$ cat src/rtl/bxs_pkg.sv
package bxs_pkg;
  localparam int CTL_W = 16;
  localparam logic [CTL_W-1:0] CTL_MASK = 16'hCF87;
  localparam int B_STT = 0;
  localparam int B_STP = 1;
  localparam int B_RPT = 2;
  localparam int B_XA  = 8;
  localparam int B_TRX = 9;
  localparam int B_MST = 10;
  localparam int B_EN  = 15;

  typedef enum logic [2:0] {
    ST_IDLE, ST_START, ST_ACTIVE, ST_BYTE, ST_STOP, ST_HOLD
  } seq_st_e;

  typedef enum logic [1:0] {
    ACT_WAIT, ACT_BYTE, ACT_STOP, ACT_HALT
  } seq_act_e;
endpackage

$ cat src/rtl/bxs_fifo.sv
module bxs_fifo #(
  parameter int DW    = 8,
  parameter int DEPTH = 4,
  localparam int LW = $clog2(DEPTH + 1),
  localparam int PW = (DEPTH > 1) ? $clog2(DEPTH) : 1
) (
  input  logic          clk_i,
  input  logic          rst_ni,
  input  logic          flush_i,
  input  logic          push_i,
  input  logic [DW-1:0] din_i,
  input  logic          pop_i,
  output logic [DW-1:0] dout_o,
  output logic [LW-1:0] lvl_o
);
  logic [DW-1:0] mem_q [DEPTH];
  logic [PW-1:0] wp_q, rp_q;
  logic [LW-1:0] lvl_q;
  logic push_ok, pop_ok;

  assign push_ok = push_i && (lvl_q != LW'(DEPTH));
  assign pop_ok  = pop_i && (lvl_q != '0);

  function automatic logic [PW-1:0] inc(input logic [PW-1:0] p);
    return (p == PW'(DEPTH - 1)) ? '0 : p + PW'(1);
  endfunction

  always_ff @(posedge clk_i or negedge rst_ni) begin
    if (!rst_ni) begin
      wp_q  <= '0;
      rp_q  <= '0;
      lvl_q <= '0;
    end else if (flush_i) begin
      wp_q  <= '0;
      rp_q  <= '0;
      lvl_q <= '0;
    end else begin
      if (push_ok) wp_q <= inc(wp_q);
      if (pop_ok)  rp_q <= inc(rp_q);
      case ({push_ok, pop_ok})
        2'b10:   lvl_q <= lvl_q + LW'(1);
        2'b01:   lvl_q <= lvl_q - LW'(1);
        default: lvl_q <= lvl_q;
      endcase
    end
  end

  always_ff @(posedge clk_i) begin
    if (push_ok && !flush_i) mem_q[wp_q] <= din_i;
  end

  assign dout_o = mem_q[rp_q];
  assign lvl_o  = lvl_q;
endmodule

$ cat src/rtl/bxs_decide.sv
module bxs_decide
  import bxs_pkg::*;
(
  input  logic     rpt_i,
  input  logic     stp_i,
  input  logic     trx_i,
  input  logic     cnt_zero_i,
  input  logic     tx_empty_i,
  input  logic     rx_full_i,
  output seq_act_e act_o,
  output logic     xrdy_set_o
);
  always_comb begin
    act_o      = ACT_WAIT;
    xrdy_set_o = 1'b0;
    if (rpt_i) begin
      // count bypassed; stop acts at once
      if (stp_i)           act_o = ACT_STOP;
      else if (trx_i) begin
        if (!tx_empty_i)   act_o = ACT_BYTE;
        else               xrdy_set_o = 1'b1;
      end else if (!rx_full_i) act_o = ACT_BYTE;
    end else if (cnt_zero_i) begin
      act_o = stp_i ? ACT_STOP : ACT_HALT;
    end else if (trx_i) begin
      if (!tx_empty_i)     act_o = ACT_BYTE;
      else                 xrdy_set_o = 1'b1;
    end else if (!rx_full_i) begin
      act_o = ACT_BYTE;
    end
  end
endmodule

$ cat src/rtl/bxs_fsm.sv
module bxs_fsm
  import bxs_pkg::*;
#(
  parameter int CW = 16
) (
  input  logic             clk_i,
  input  logic             rst_ni,
  input  logic             ctl_we_i,
  input  logic [CTL_W-1:0] ctl_wdata_i,
  input  logic [CW-1:0]    cnt_prog_i,
  input  logic [1:0]       stat_clr_i,
  input  logic             tx_push_i,
  input  logic             eng_done_i,
  input  logic             eng_ack_i,
  input  seq_act_e         act_i,
  input  logic             xrdy_set_i,
  output seq_st_e          st_o,
  output logic [CTL_W-1:0] ctl_o,
  output logic [CW-1:0]    cnt_cur_o,
  output logic             nack_o,
  output logic             ardy_o,
  output logic             xrdy_o,
  output logic             flush_o,
  output logic             tx_pop_o,
  output logic             rx_push_o
);
  seq_st_e          st_q, st_n;
  logic [CTL_W-1:0] ctl_q, ctl_n, wmask;
  logic [CW-1:0]    cnt_q, cnt_n;
  logic             nack_q, nack_n, ardy_q, ardy_n, xrdy_q, xrdy_n;
  logic             abort, start_ok, can_start;

  assign wmask     = ctl_wdata_i & CTL_MASK;
  assign abort     = ctl_we_i && !ctl_wdata_i[B_EN];
  assign can_start = (st_q == ST_IDLE) || (st_q == ST_ACTIVE) || (st_q == ST_HOLD);
  assign start_ok  = ctl_we_i && can_start && ctl_wdata_i[B_EN] && ctl_wdata_i[B_MST] &&
                     !ctl_wdata_i[B_XA] && ctl_wdata_i[B_STT];

  always_comb begin
    st_n      = st_q;
    ctl_n     = ctl_q;
    cnt_n     = cnt_q;
    nack_n    = nack_q && !stat_clr_i[0];
    ardy_n    = ardy_q && !stat_clr_i[1];
    xrdy_n    = xrdy_q;
    flush_o   = 1'b0;
    tx_pop_o  = 1'b0;
    rx_push_o = 1'b0;
    if (abort) begin
      ctl_n   = wmask;
      st_n    = ST_IDLE;
      cnt_n   = '0;
      nack_n  = 1'b0;
      ardy_n  = 1'b0;
      xrdy_n  = 1'b0;
      flush_o = 1'b1;
    end else if (start_ok) begin
      ctl_n        = wmask;
      ctl_n[B_STT] = 1'b0;
      xrdy_n       = 1'b0;
      flush_o      = 1'b1;
      st_n         = ST_START;
    end else begin
      if (ctl_we_i) ctl_n = wmask;
      unique case (st_q)
        ST_IDLE: ;
        ST_START: begin
          if (eng_done_i) begin
            if (eng_ack_i) begin
              cnt_n = cnt_prog_i;
              st_n  = ST_ACTIVE;
            end else begin
              nack_n       = 1'b1;
              ctl_n[B_STP] = 1'b0;
              st_n         = ST_IDLE;
            end
          end
        end
        ST_ACTIVE: begin
          // a control write owns the cycle
          if (!ctl_we_i) begin
            unique case (act_i)
              ACT_BYTE: st_n = ST_BYTE;
              ACT_STOP: begin
                st_n   = ST_STOP;
                xrdy_n = 1'b0;
              end
              ACT_HALT: begin
                ardy_n       = 1'b1;
                ctl_n[B_MST] = 1'b0;
                xrdy_n       = 1'b0;
                st_n         = ST_HOLD;
              end
              default: if (xrdy_set_i) xrdy_n = 1'b1;
            endcase
          end
        end
        ST_BYTE: begin
          if (eng_done_i) begin
            if (!ctl_q[B_RPT]) cnt_n = cnt_q - CW'(1);
            if (!ctl_q[B_TRX]) begin
              rx_push_o = 1'b1;
              st_n      = ST_ACTIVE;
            end else begin
              tx_pop_o = 1'b1;
              if (eng_ack_i) st_n = ST_ACTIVE;
              else begin
                nack_n       = 1'b1;
                ctl_n[B_STP] = 1'b0;
                xrdy_n       = 1'b0;
                st_n         = ST_HOLD;
              end
            end
          end
        end
        ST_STOP: begin
          if (eng_done_i) begin
            ctl_n[B_STP] = 1'b0;
            cnt_n        = cnt_prog_i;
            st_n         = ST_IDLE;
          end
        end
        ST_HOLD: begin
          if (ctl_we_i && ctl_wdata_i[B_STP]) st_n = ST_STOP;
        end
        default: st_n = ST_IDLE;
      endcase
      if (tx_push_i) xrdy_n = 1'b0;
    end
  end

  always_ff @(posedge clk_i or negedge rst_ni) begin
    if (!rst_ni) begin
      st_q   <= ST_IDLE;
      ctl_q  <= '0;
      cnt_q  <= '0;
      nack_q <= 1'b0;
      ardy_q <= 1'b0;
      xrdy_q <= 1'b0;
    end else begin
      st_q   <= st_n;
      ctl_q  <= ctl_n;
      cnt_q  <= cnt_n;
      nack_q <= nack_n;
      ardy_q <= ardy_n;
      xrdy_q <= xrdy_n;
    end
  end

  assign st_o      = st_q;
  assign ctl_o     = ctl_q;
  assign cnt_cur_o = cnt_q;
  assign nack_o    = nack_q;
  assign ardy_o    = ardy_q;
  assign xrdy_o    = xrdy_q;
endmodule

$ cat src/rtl/bus_xfer_seq.sv
module bus_xfer_seq
  import bxs_pkg::*;
#(
  parameter int CW    = 16,
  parameter int AW    = 10,
  parameter int DEPTH = 4,
  localparam int LW = $clog2(DEPTH + 1)
) (
  input  logic             clk_i,
  input  logic             rst_ni,
  input  logic             ctl_we_i,
  input  logic [CTL_W-1:0] ctl_wdata_i,
  input  logic             cnt_we_i,
  input  logic [CW-1:0]    cnt_wdata_i,
  input  logic             sa_we_i,
  input  logic [AW-1:0]    sa_wdata_i,
  input  logic [1:0]       stat_clr_i,
  input  logic             tx_wr_i,
  input  logic [7:0]       tx_wdata_i,
  input  logic             rx_rd_i,
  output logic [7:0]       rx_rdata_o,
  output logic             eng_start_o,
  output logic             eng_rd_o,
  output logic [AW-1:0]    eng_addr_o,
  output logic             eng_stop_o,
  output logic             eng_byte_o,
  output logic [7:0]       eng_wdata_o,
  input  logic             eng_done_i,
  input  logic             eng_ack_i,
  input  logic [7:0]       eng_rdata_i,
  output logic [CTL_W-1:0] ctl_o,
  output logic [CW-1:0]    cnt_cur_o,
  output logic             busy_o,
  output logic             nack_o,
  output logic             ardy_o,
  output logic             xrdy_o,
  output logic             rrdy_o,
  output logic [LW-1:0]    tx_lvl_o,
  output logic [LW-1:0]    rx_lvl_o
);
  logic [CW-1:0] cnt_prog_q;
  logic [AW-1:0] sa_q;
  seq_st_e       st;
  seq_act_e      act;
  logic          xrdy_set, flush, tx_pop, rx_push, tx_push;

  always_ff @(posedge clk_i or negedge rst_ni) begin
    if (!rst_ni) begin
      cnt_prog_q <= '0;
      sa_q       <= '0;
    end else begin
      if (cnt_we_i) cnt_prog_q <= cnt_wdata_i;
      if (sa_we_i)  sa_q       <= sa_wdata_i;
    end
  end

  assign busy_o  = (st != ST_IDLE);
  assign tx_push = tx_wr_i && busy_o;

  bxs_fifo #(.DW(8), .DEPTH(DEPTH)) u_tx_buf (
    .clk_i, .rst_ni,
    .flush_i(flush), .push_i(tx_push), .din_i(tx_wdata_i),
    .pop_i(tx_pop), .dout_o(eng_wdata_o), .lvl_o(tx_lvl_o)
  );

  bxs_fifo #(.DW(8), .DEPTH(DEPTH)) u_rx_buf (
    .clk_i, .rst_ni,
    .flush_i(flush), .push_i(rx_push), .din_i(eng_rdata_i),
    .pop_i(rx_rd_i), .dout_o(rx_rdata_o), .lvl_o(rx_lvl_o)
  );

  bxs_decide u_decide (
    .rpt_i(ctl_o[B_RPT]), .stp_i(ctl_o[B_STP]), .trx_i(ctl_o[B_TRX]),
    .cnt_zero_i(cnt_cur_o == '0), .tx_empty_i(tx_lvl_o == '0),
    .rx_full_i(rx_lvl_o == LW'(DEPTH)),
    .act_o(act), .xrdy_set_o(xrdy_set)
  );

  bxs_fsm #(.CW(CW)) u_fsm (
    .clk_i, .rst_ni,
    .ctl_we_i, .ctl_wdata_i, .cnt_prog_i(cnt_prog_q), .stat_clr_i,
    .tx_push_i(tx_push), .eng_done_i, .eng_ack_i,
    .act_i(act), .xrdy_set_i(xrdy_set),
    .st_o(st), .ctl_o, .cnt_cur_o, .nack_o, .ardy_o, .xrdy_o,
    .flush_o(flush), .tx_pop_o(tx_pop), .rx_push_o(rx_push)
  );

  assign eng_start_o = (st == ST_START);
  assign eng_stop_o  = (st == ST_STOP);
  assign eng_byte_o  = (st == ST_BYTE);
  assign eng_rd_o    = !ctl_o[B_TRX];
  assign eng_addr_o  = sa_q;
  assign rrdy_o      = (rx_lvl_o != '0);
endmodule

$ cat config.mk
export PLATFORM = sky130hd
export DESIGN_NAME = bus_xfer_seq
export DESIGN_NICKNAME = d
export VERILOG_FILES = /design/src/rtl/bxs_pkg.sv /design/src/rtl/bxs_fifo.sv /design/src/rtl/bxs_decide.sv /design/src/rtl/bxs_fsm.sv /design/src/rtl/bus_xfer_seq.sv
export SDC_FILE = /design/constraint.sdc
export NUM_CORES = 1
export LEC_CHECK = 0
export BUFFER_PORTS_ARGS = -buffer_cell sky130_fd_sc_hd__buf_2
export CAP_MARGIN = 20
export CORE_MARGIN = 4
export CORE_UTILIZATION = 45
export CTS_BUF_LIST = sky130_fd_sc_hd__clkbuf_8
export DETAILED_ROUTE_END_ITERATION = 10
export GPL_TIMING_DRIVEN = 0
export PLACE_DENSITY = 0.74
export SETUP_SLACK_MARGIN = 0.05
export SLEW_MARGIN = 30
export SYNTH_ARGS = -nofsm -noshare
export SYNTH_HDL_FRONTEND = slang
export SYNTH_SLANG_ARGS = --single-unit
$ cat constraint.sdc
create_clock -name clk_i -period 4.9 [get_ports clk_i]
set_input_delay 0.735 -clock clk_i [delete_from_list [all_inputs] [get_ports clk_i]]
set_output_delay 0.735 -clock clk_i [all_outputs]
set_load 0.02 [all_outputs]
==> results by group, run 1 <==
Outcome
  • Outcome: finished clean

Setup path
  • FF-to-FF path depth: 12
  • WP buf/inv: 1
  • WP depth: 12
  • Arr. time, crit path: between 3 and 4 ns
  • CP Max Fanout: 5
  • CP max stage delay: approximately 0.69 ns
  • Setup crit start kind: flop
  • Worst setup path class: flop to flop
  • CP dominant cell by count: ha_1
  • CP delay by family, top: simple AND/OR/NAND/NOR gates
  • Crit path capture type: flop
  • Crit path cell chain: inv_1, ha_1, or3b_1, nor4_1, a21boi_0, o32ai_1, ha_1, nor2_1, a21oi_1, nand2_1, a211oi_1, o21a_1
  • Worst EP required: approximately 5.3 ns
  • Slowest-stage cell, CP: nor4_1
  • Register-to-Register Setup Slack: about 1.3 ns

Clock network
  • CTS Hold Bufs: 0
  • CTS root buf: clkbuf_8
  • Worst-path clk slew: 0.08 ns
  • Post-CTS Setup Inserts: 0
  • Clk Latency, worst-skew pair: between 0.4 and 0.5 ns
  • CTS Sinks: around 140
  • CTS tree: built
  • Clock buffer count from CTS: 17
  • Resized cells post-CTS: 0
  • CTS Buffer Depth: 2
  • H-tree depth: 4

Timing
  • Fin crit share: between 70% and 80%
  • Fin. Hold Viols: 0
  • RSZ-0062 raised after global routing: no
  • Setup TNS: 0 ns
  • Final setup viols: 0
  • Count of pins over their slew limit: 0
  • Slew margin rel.: 38.0%
  • Post-route minimum period: ~3.6 ns
  • Worst-margin pin slew: between 0.9 and 1 ns
  • Max Clock Freq: between 200 and 300 MHz
  • Setup Skew: 0.0111 ns

Layout
  • Ant diodes: 0
  • Design area: roughly 7700 µm²
  • Commonest non-fill, non-tap cell in the layout: buf_2
  • Commonest cells after routing, fill and taps aside: 130 x buf_2, 72 x dfrtp_1, 64 x edfxtp_1
  • Area delta synth->final: 20.8%
  • Fin nets: between 700 and 800
  • Fraction of layout cells with a size suffix above 1: between 30 and 40%

Floorplan
  • # IOs: ~140
  • Row cnt: between 40 and 50
  • Initial core utilization: between 40% and 50%
  • Core ar.: between 10000 and 15000 µm²
  • Die Y: 127 µm
  • Die area: between 15000 and 20000 µm²
  • Die width: 127 µm

Global route
  • GR peak layer: met2
  • Total gr overflow: 0
  • Initial antenna violation count: 0
  • Global-route wire length before repair: 23.8 mm
  • Global Route met2 Usage: 31.3%
  • Number of global-route vias before repair: between 4000 and 5000
  • Met3 global-route usage: 5.77%
  • Pin count of the biggest net entering global routing: 40
  • GRT Resource Usage Total: a little under a fifth
  • Met1 usage: 23.3%

Run
  • Max Cap Violations: 0

Logic synthesis
  • Avg Cell Area, Syn: 12.9 µm²
  • Post-Synthesis Cell Area: 6340 µm²
  • Yosys warnings: 0
  • Synth Flop Type: dfrtp_1
  • Leading area contributor after synthesis: edfxtp_1
  • Seq/Total Area, Yosys: between 50% and 60%
  • Synth top area cells: edfxtp_1 30%, dfrtp_1 28%, mux2_2 5.7%
  • Post-synth EDFFs: 64
  • Async set-reset flop share out of synthesis: between 50% and 60%
  • Post-synth cell types: 62
  • Synthesized flop and latch total: 136
  • Synthesized instance count: about 490
  • Post-synth top area share: between 30% and 40%

Power
  • PD cells: ~380 nW/µm²
  • Leakage: 0.00328 µW
  • Peak VDD IR: 0.000171 V

Routing
  • Drt via density: about 5.5
  • Post-route antenna net violation count: 0
  • Pre-Repair DR Iteration Count: 5
  • Drt total wl: around 15 mm
  • DRC violations left: 0
  • Routed wire per std cell: 17.6 µm
  • Vias: approximately 4600
  • Initial drt markers: 305

Hold path
  • HP Class: primary input to async pin

Placed design
  • IO Port Bufs: 127
  • RD Place Congestion: just under 0.9
  • Post-Place Cell Area: 7250 µm²
  • Final HPWL DP: roughly 11 mm
## through the flow
stage	utilization, %	setup WS (ns)	cells	hold slack [ns]	power, µW
global route	55.5	1.05	838	0.244	3100
global placement	52.2	1.59	805	0.485	1960
CTS	55.5	1.42	838	0.228	2970
detailed placement	52.4	1.47	806	0.491	1990
finish	55.5	1.35	838	0.240	2940
floorplan	-	2.00	498	0.439	1770
## final cells by class
| type | instances | area [µm²] |
|---|---|---|
| buffer | 33 | 163 |
| clock inverter | 15 | 186 |
| multi-input combinational | 315 | 2420 |
| fill | 1158 | 6160 |
| tap | 180 | 225 |
| inverter | 14 | 52.6 |
| timing repair buffer | 128 | 658 |
| sequential | 136 | 3720 |
| clock buffer | 17 | 234 |
## logic make-up (layout without fill, tap and decap cells)
group	count (synthesis)	in the layout	share of synthesized area, %
flip-flops	136	136	58.7
buffers and inverters	47	207	3.39
XOR/XNOR	6	6	0.828
AND/OR/NAND/NOR	132	132	10.6
AO/OA/AOI/OAI	96	96	9.92
multiplexers	57	57	12.8
adder cells (fa/ha/maj)	18	18	3.79
other	1	6	0.0591
## path summary, 6_finish.rpt
check,startpoint,to
hold reg to reg,eng_addr_o[3],eng_addr_o[3]
setup / recovery,u_fsm.cnt_cur_o[0],u_fsm.st_o[0]
max in group asynchronous,rst_ni,u_rx_buf.rp_q[1]
setup reg to reg,u_fsm.cnt_cur_o[0],u_fsm.st_o[0]
hold / removal,rst_ni,eng_addr_o[2]
min in group clk_i,ctl_wdata_i[9],u_fsm.ctl_o[9]
## report_power, final
part | internal, µW | total [µW] | switching (µW)
Combinational | 262 | 642 | 380
Clock | 547 | 980 | 432
Sequential | 1260 | 1320 | 60.6
Total | 2070 | 2940 | 872
## cell usage after synthesis, types with 5 or more instances
cell type,n
nor2_1,33
nor4_1,7
edfxtp_1,64
o21ai_0,18
a21oi_1,29
or3_1,6
ha_1,16
buf_4,9
and2_1,7
nor3_1,6
clkbuf_1,17
mux2_2,32
a211oi_1,5
mux4_2,16
nand2_1,38
dfrtp_1,72
mux2i_1,9
nand3_1,5
nand2b_1,5
o31ai_1,7
inv_1,14
## flip-flops by register name (all words and copies together), names as in the netlist
| register | cells |
|---|---|
| u_fsm.ardy_o | 1 |
| eng_addr_o | 10 |
| u_tx_buf.lvl_o | 3 |
| u_fsm.nack_o | 1 |
| u_rx_buf.rp_q | 2 |
| u_fsm.xrdy_o | 1 |
| u_fsm.ctl_o | 10 |
| cnt_prog_q | 16 |
| u_tx_buf.mem_q | 32 |
| u_tx_buf.wp_q | 2 |
| u_tx_buf.rp_q | 2 |
| u_rx_buf.wp_q | 2 |
| u_fsm.cnt_cur_o | 16 |
| u_fsm.st_o | 3 |
| u_rx_buf.lvl_o | 3 |
| u_rx_buf.mem_q | 32 |
## per-layer routing
metal	wire (µm)	vias up
li1	-	2140
met1	6080	2279
met2	7210	202
met3	1170	27
met4	246	0
met5	0	-
(Power assumes the default switching activity.)
==> run 2: changes to the inputs <==
--- a/config.mk
+++ b/config.mk
@@ -12,7 +12,7 @@
 export CTS_BUF_LIST = sky130_fd_sc_hd__clkbuf_8
 export DETAILED_ROUTE_END_ITERATION = 10
 export GPL_TIMING_DRIVEN = 0
-export PLACE_DENSITY = 0.74
+export PLACE_DENSITY = 0.77
 export SETUP_SLACK_MARGIN = 0.05
 export SLEW_MARGIN = 30
 export SYNTH_ARGS = -nofsm -noshare
==> constraint.sdc (replaced) <==
create_clock -name clk_i -period 3 [get_ports clk_i]
set_input_delay 0.45 -clock clk_i [delete_from_list [all_inputs] [get_ports clk_i]]
set_output_delay 0.45 -clock clk_i [all_outputs]
set_load 0.02 [all_outputs]
==> results by group, run 2 (synthesis gave the netlist of run 1 again) <==
Outcome
  • Outcome: finished clean (unchanged)

Routing
  • Initial drt markers: 410 (was 305)
  • DRC violations left: 0 (unchanged)
  • Post-route antenna net violation count: 0 (unchanged)
  • Routed wire per std cell: 17.9 µm (was 17.6 µm)
  • Drt total wl: 15.2 mm (was 14.7 mm)
  • Drt via density: 5.54 (was 5.55)
  • Vias: 4699 (was 4648)
  • Pre-Repair DR Iteration Count: 6 (was 5)

Setup path
  • Arr. time, crit path: 3.31 ns (was 3.94 ns)
  • Worst setup path class: flop to flop (unchanged)
  • Worst EP required: 3.34 ns (was 5.29 ns)
  • Setup crit start kind: flop (unchanged)
  • Crit path capture type: flop (unchanged)
  • Slowest-stage cell, CP: or3b_4 (was nor4_1)
  • CP Max Fanout: 4 (was 5)
  • Crit path cell chain: inv_2, ha_4, or3b_4, nor3_4, nand2_2, nor4_4, buf_4, o32a_1, ha_2, mux2i_4, a31oi_2, a211oi_2, o21a_1 (was inv_1, ha_1, or3b_1, nor4_1, a21boi_0, o32ai_1, ha_1, nor2_1, a21oi_1, nand2_1, a211oi_1, o21a_1)
  • CP max stage delay: 0.42 ns (was 0.69 ns)

Timing
  • RSZ-0062 raised after global routing: yes (was no)
  • Max Clock Freq: 336 MHz (was 281 MHz)
  • Final setup viols: 0 (unchanged)
  • Fin. Hold Viols: 0 (unchanged)
  • Count of pins over their slew limit: 0 (unchanged)
  • Post-route minimum period: 2.97 ns (was 3.55 ns)
  • Worst-margin pin slew: 0.972 ns (was 0.928 ns)
  • Setup Skew: 0.0123 ns (was 0.0111 ns)
  • Setup TNS: 0 ns (unchanged)
  • Fin crit share: 99.1% (was 72.5%)
  • Slew margin rel.: 35.1% (was 38.0%)

Layout
  • Fillers: 1110 (was 1158)
  • Post-route insts no fill: 848 (was 838)
  • Ant diodes: 0 (unchanged)
  • Fin nets: 742 (was 732)
  • Commonest cells after routing, fill and taps aside: 130 x buf_2, 72 x dfrtp_1, 64 x edfxtp_1 (unchanged)
  • Fraction of layout cells with a size suffix above 1: 38.3% (was 34.0%)
  • Largest regs: u_rx_buf.mem_q x32, u_tx_buf.mem_q x32 (unchanged)
  • Area delta synth->final: 24.4% (was 20.8%)
  • Commonest non-fill, non-tap cell in the layout: buf_2 (unchanged)

Placed design
  • Final HPWL DP: 10.8 mm (was 10.7 mm)
  • IO Port Bufs: 127 (unchanged)
  • RD Place Congestion: 0.896 (was 0.882)
  • Placed Cells: 806 (unchanged)

Clock network
  • Clock buffer count from CTS: 17 (unchanged)
  • CTS Sinks: 136 (unchanged)
  • CTS Buffer Depth: 2 (unchanged)
  • Clk Latency, worst-skew pair: 0.45 ns (was 0.44 ns)
  • CTS root buf: clkbuf_8 (unchanged)
  • H-tree depth: 4 (unchanged)
  • Worst-path clk slew: 0.08 ns (about the same)
  • CTS tree: built (unchanged)

Global route
  • Initial antenna violation count: 0 (unchanged)
  • Total gr overflow: 0 (unchanged)
  • GRT Resource Usage Total: 18.6% (was 18.7%)
  • Number of global-route vias before repair: 4815 (was 4795)
  • Global-route wire length before repair: 23.8 mm (about the same)
  • Pin count of the biggest net entering global routing: 52 (was 40)

Power
  • Leakage: 0.00335 µW (was 0.00328 µW)
  • Switching share of power: 30.6% (was 29.6%)
  • P_int: 3420 µW (was 2070 µW)
  • PD cells: 625 nW/µm² (was 384 nW/µm²)
  • Switching power: 1510 µW (was 872 µW)
  • Sequential power share: 43.8% (was 44.9%)
  • Total power: 4940 µW (was 2940 µW)
  • Comb pwr share: 23.5% (was 21.8%)
  • Clock power frac: 32.7% (was 33.3%)
  • Peak VDD IR: 0.000424 V (was 0.000171 V)

Run
  • Max Cap Violations: 0 (unchanged)

Hold path
  • HP Class: primary input to flop (was primary input to async pin)

Floorplan
  • Die area: 16100 µm² (unchanged)
  • Row cnt: 43 (unchanged)
  • Die Y: 127 µm (unchanged)
  • Initial core utilization: 45.9% (unchanged)
  • Die width: 127 µm (unchanged)
  • Core ar.: 13800 µm² (unchanged)
  • # IOs: 142 (unchanged)
[run 2: stage by stage]
| stage | cell area [µm²] | utilization (%) | hold WS (ns) | setup slack (ns) |
|---|---|---|---|---|
| final | 7890 | 57.1 | 0.209 | 0.0271 |
| after global routing | 7890 | 57.1 | 0.178 | -0.0483 |
| after CTS | 7760 | 56.1 | 0.185 | 0.0530 |
| after detailed placement | 7250 | 52.5 | 0.363 | -0.587 |
| after global placement | 7220 | 52.2 | 0.486 | -0.447 |
| after floorplan | 6360 | - | 0.154 | 0.101 |
[run 2: power groups by stage]
stage | Sequential [µW] | Combinational (µW) | Clock [µW]
finish | 2160 | 1160 | 1610
global route | 2170 | 1260 | 1740
CTS | 2160 | 1100 | 1650
detailed placement | 2190 | 1060 | 0
global placement | 2180 | 1020 | 0
floorplan | 2230 | 667 | 0
[run 2: layout make-up]
| cell class | count | area, µm² | share of cell area (%) |
|---|---|---|---|
| multi-input combinational | 315 | 2560 | 32.4 |
| clock inverter | 13 | 169 | 2.14 |
| tap | 180 | 225 | 2.85 |
| buffer | 33 | 163 | 2.06 |
| timing repair buffer | 138 | 743 | 9.42 |
| sequential | 136 | 3720 | 47.2 |
| inverter | 14 | 52.6 | 0.666 |
| clock buffer | 19 | 262 | 3.31 |
[run 2: what timing repair did]
| action | 4_1_cts | 5_1_grt |
|---|---|---|
| setup buffers | 1 | 8 |
| hold buffers | 1 | 0 |
| gates resized for setup | 9 | 19 |
| setup endpoints to repair | 6 | 6 |
| pin swaps | 2 | 15 |
| hold endpoints to repair | 21 | 0 |
[run 2: routing by layer]
layer	track usage [%]	up-vias	share of wire [%]
li1	-	2158	-
met1	23.2	2330	41
met2	30.9	199	50
met3	7.24	12	8.6
met4	4.16	0	0.57
met5	0	-	0
[run 2: final timing paths]
path	start	depth (start not counted)	to	slack (ns)
worst max-delay path	u_fsm.cnt_cur_o[1]	13	u_fsm.st_o[0]	0.03
worst min-delay path	tx_wdata_i[2]	1	u_tx_buf.mem_q[1][2]	0.21
worst max register to register	u_fsm.cnt_cur_o[1]	13	u_fsm.st_o[0]	0.03
worst min register to register	u_fsm.ctl_o[7]	1	u_fsm.ctl_o[7]	0.51
max in group asynchronous	rst_ni	3	u_fsm.cnt_cur_o[9]	1.99
min in group asynchronous	rst_ni	2	u_fsm.ctl_o[1]	0.46
[run 2: critical path, delay by kind of cell (launching register included)]
family	cells	cell delay, ns
AO/OA/AOI/OAI	4	0.64
multiplexers	1	0.08
adder cells (fa/ha/maj)	2	0.34
flip-flops	1	0.41
buffers and inverters	2	0.27
AND/OR/NAND/NOR	4	1.13
==> run 3: changes to the inputs <==
--- a/config.mk
+++ b/config.mk
@@ -10,6 +10,7 @@
 export CORE_MARGIN = 4
 export CORE_UTILIZATION = 45
 export CTS_BUF_LIST = sky130_fd_sc_hd__clkbuf_8
+export CTS_CLUSTER_DIAMETER = 40
 export DETAILED_ROUTE_END_ITERATION = 10
 export GPL_TIMING_DRIVEN = 0
 export PLACE_DENSITY = 0.77
==> constraint.sdc (replaced) <==
create_clock -name clk_i -period 2.6 [get_ports clk_i]
set_input_delay 0.39 -clock clk_i [delete_from_list [all_inputs] [get_ports clk_i]]
set_output_delay 0.39 -clock clk_i [all_outputs]
set_load 0.02 [all_outputs]
==> results by group, run 3 (synthesis gave the netlist of run 1 again) <==
Global route
  • GR peak layer: met2 (unchanged)
  • Met1 usage: 23.4% (was 23.2%)
  • Met3 global-route usage: 4.72% (was 7.24%)
  • Number of global-route vias before repair: 4858 (was 4815)
  • Global Route met2 Usage: 32.0% (was 30.9%)
  • GRT Resource Usage Total: 18.9% (was 18.6%)
  • Pin count of the biggest net entering global routing: 38 (was 52)
  • Global-route wire length before repair: 24.2 mm (was 23.8 mm)
  • Initial antenna violation count: 1 (was 0)
  • Total gr overflow: 0 (unchanged)

Layout
  • Area delta synth->final: 24.2% (was 24.4%)
  • Ant diodes: 0 (unchanged)
  • Commonest non-fill, non-tap cell in the layout: buf_2 (unchanged)
  • Fillers: 1126 (was 1110)
  • Fraction of layout cells with a size suffix above 1: 39.9% (was 38.3%)
  • Largest regs: u_rx_buf.mem_q x32, u_tx_buf.mem_q x32 (unchanged)
  • Final core occ: 57.0% (was 57.1%)
  • Commonest cells after routing, fill and taps aside: 129 x buf_2, 69 x dfrtp_1, 64 x edfxtp_1 (was 130 x buf_2, 72 x dfrtp_1, 64 x edfxtp_1)
  • Fin nets: 745 (was 742)
  • Post-route insts no fill: 851 (was 848)

Floorplan
  • # IOs: 142 (unchanged)
  • Die width: 127 µm (unchanged)
  • Row cnt: 43 (unchanged)
  • Die area: 16100 µm² (unchanged)
  • Die Y: 127 µm (unchanged)
  • Initial core utilization: 45.9% (unchanged)
  • Core ar.: 13800 µm² (unchanged)

Routing
  • Vias: 4722 (was 4699)
  • Pre-Repair DR Iteration Count: 5 (was 6)
  • Routed wire per std cell: 17.8 µm (was 17.9 µm)
  • Initial drt markers: 379 (was 410)
  • Post-route antenna net violation count: 0 (unchanged)
  • DRC violations left: 0 (unchanged)
  • Drt total wl: 15.1 mm (was 15.2 mm)
  • Drt via density: 5.55 (was 5.54)

Setup path
  • Arr. time, crit path: 3.08 ns (was 3.31 ns)
  • Setup crit start kind: flop (unchanged)
  • Worst setup path class: flop to flop (unchanged)
  • Crit path capture type: flop (unchanged)
  • RR Startpoint: u_fsm.cnt_cur_o[1] (unchanged)
  • Critical Path Start: u_fsm.cnt_cur_o[1] (unchanged)
  • Worst EP required: 2.99 ns (was 3.34 ns)
  • CP Max Fanout: 4 (unchanged)

Timing
  • Worst-margin pin slew: 0.784 ns (was 0.972 ns)
  • Final setup viols: 3 (was 0)
  • Hold WS: 0.159 ns (was 0.209 ns)
  • Post-route minimum period: 2.69 ns (was 2.97 ns)
  • Fin. Hold Viols: 0 (unchanged)
  • Fin crit share: 104% (was 99.1%)
  • Max Clock Freq: 371 MHz (was 336 MHz)
  • RSZ-0062 raised after global routing: yes (unchanged)
  • Final worst slack: -0.0940 ns (was 0.0271 ns)
  • Setup Skew: 0.0157 ns (was 0.0123 ns)
  • Slew margin rel.: 47.6% (was 35.1%)
  • Count of pins over their slew limit: 0 (unchanged)

Clock network
  • H-tree depth: 4 (unchanged)
  • CTS Buffer Depth: 2 (unchanged)
  • Worst-path clk slew: 0.09 ns (was 0.08 ns)
  • Clock buffer count from CTS: 17 (unchanged)
  • CTS Sinks: 136 (unchanged)
  • CTS root buf: clkbuf_8 (unchanged)
  • Clk Latency, worst-skew pair: 0.45 ns (about the same)
  • CTS tree: built (unchanged)

Power
  • Leakage: 0.00336 µW (was 0.00335 µW)
  • Peak VDD IR: 0.000328 V (was 0.000424 V)
  • PD cells: 701 nW/µm² (was 625 nW/µm²)

Hold path
  • HP Class: primary input to flop (unchanged)
  • Min-Delay Startpoint: tx_wdata_i[0] (was tx_wdata_i[2])

Placed design
  • RD Place Congestion: 0.876 (was 0.896)
  • DP Worst Slack: -0.351 ns (was -0.587 ns)
  • Placed Cells: 806 (unchanged)
  • IO Port Bufs: 127 (unchanged)
  • Final HPWL DP: 10.8 mm (about the same)

Outcome
  • Failing checks: negative setup slack
  • Outcome: complete, but fails checks (was finished clean)

Run
  • Max Cap Violations: 0 (unchanged)
[run 3: cell count changes in the layout (fill, tap and decap cells not counted), sizes merged]
cell | previous run | this run
clkinv | 3 | 10
clkbuf | 36 | 33
inv | 18 | 17
clkinvlp | 3 | 0
buf | 153 | 157
bufinv | 3 | 2
[run 3: worst paths after layout]
check	to	slack (ns)	cells past startpoint
max in group asynchronous	cnt_prog_q[13]	1.59	3
min	u_tx_buf.mem_q[0][0]	0.16	1
max	u_fsm.st_o[0]	-0.09	13
min reg2reg	u_fsm.ctl_o[8]	0.51	1
min in group asynchronous	u_fsm.ctl_o[0]	0.44	2
max reg2reg	u_fsm.st_o[0]	-0.09	13
[run 3: area by class of cell]
type                       instances  area (µm²)  share of cell area, %
clock buffer                      17         234                   2.97
multi-input combinational        315        2560                   32.5
clock inverter                    15         150                   1.90
sequential                       136        3730                   47.3
buffer                            32         165                   2.10
timing repair buffer             142         766                   9.71
inverter                          14        52.6                  0.667
tap                              180         225                   2.86
[run 3: critical path, stage by stage (launching register included)]
cell and delay (ns):
dfrtp_2 0.43, inv_2 0.08, ha_4 0.13, or3b_4 0.42, nor3_4 0.17, nand2_2 0.11
nor4_4 0.21, o32ai_2 0.14, ha_1 0.32, nor2_2 0.05, a21oi_2 0.19, nand2_1 0.09
a211oi_2 0.17, o21a_1 0.13
[run 3: stage by stage]
step	TNS, ns	total power [µW]	cell area (µm²)
2_1_floorplan	-0.0449	3370	6430
3_3_place_gp	-1.18	3730	7290
3_5_place_dp	-1.74	3780	7310
4_1_cts	-0.0986	5520	7810
5_1_grt	-0.618	5820	7880
6_report	-0.141	5530	7880
[run 3: per-layer routing]
layer	wire [µm]	up-vias
met5	20	-
met4	260	2
met3	1080	26
met2	7770	215
met1	6000	2320
li1	-	2159
[run 3: power breakdown]
part | switching, µW | internal [µW] | leakage [µW] | total, µW
Combinational | 780 | 580 | 0.00167 | 1360
Clock | 837 | 853 | 0.000202 | 1690
Sequential | 102 | 2380 | 0.00149 | 2480
Total | 1720 | 3810 | 0.00336 | 5530
[run 3: timing repair]
item,4_1_cts,5_1_grt
cloned,0,0
setup endpoints to repair,26,6
setup buffers,7,6
hold buffers,1,0
hold endpoints to repair,35,0
gates resized for setup,16,9
pin swaps,6,6
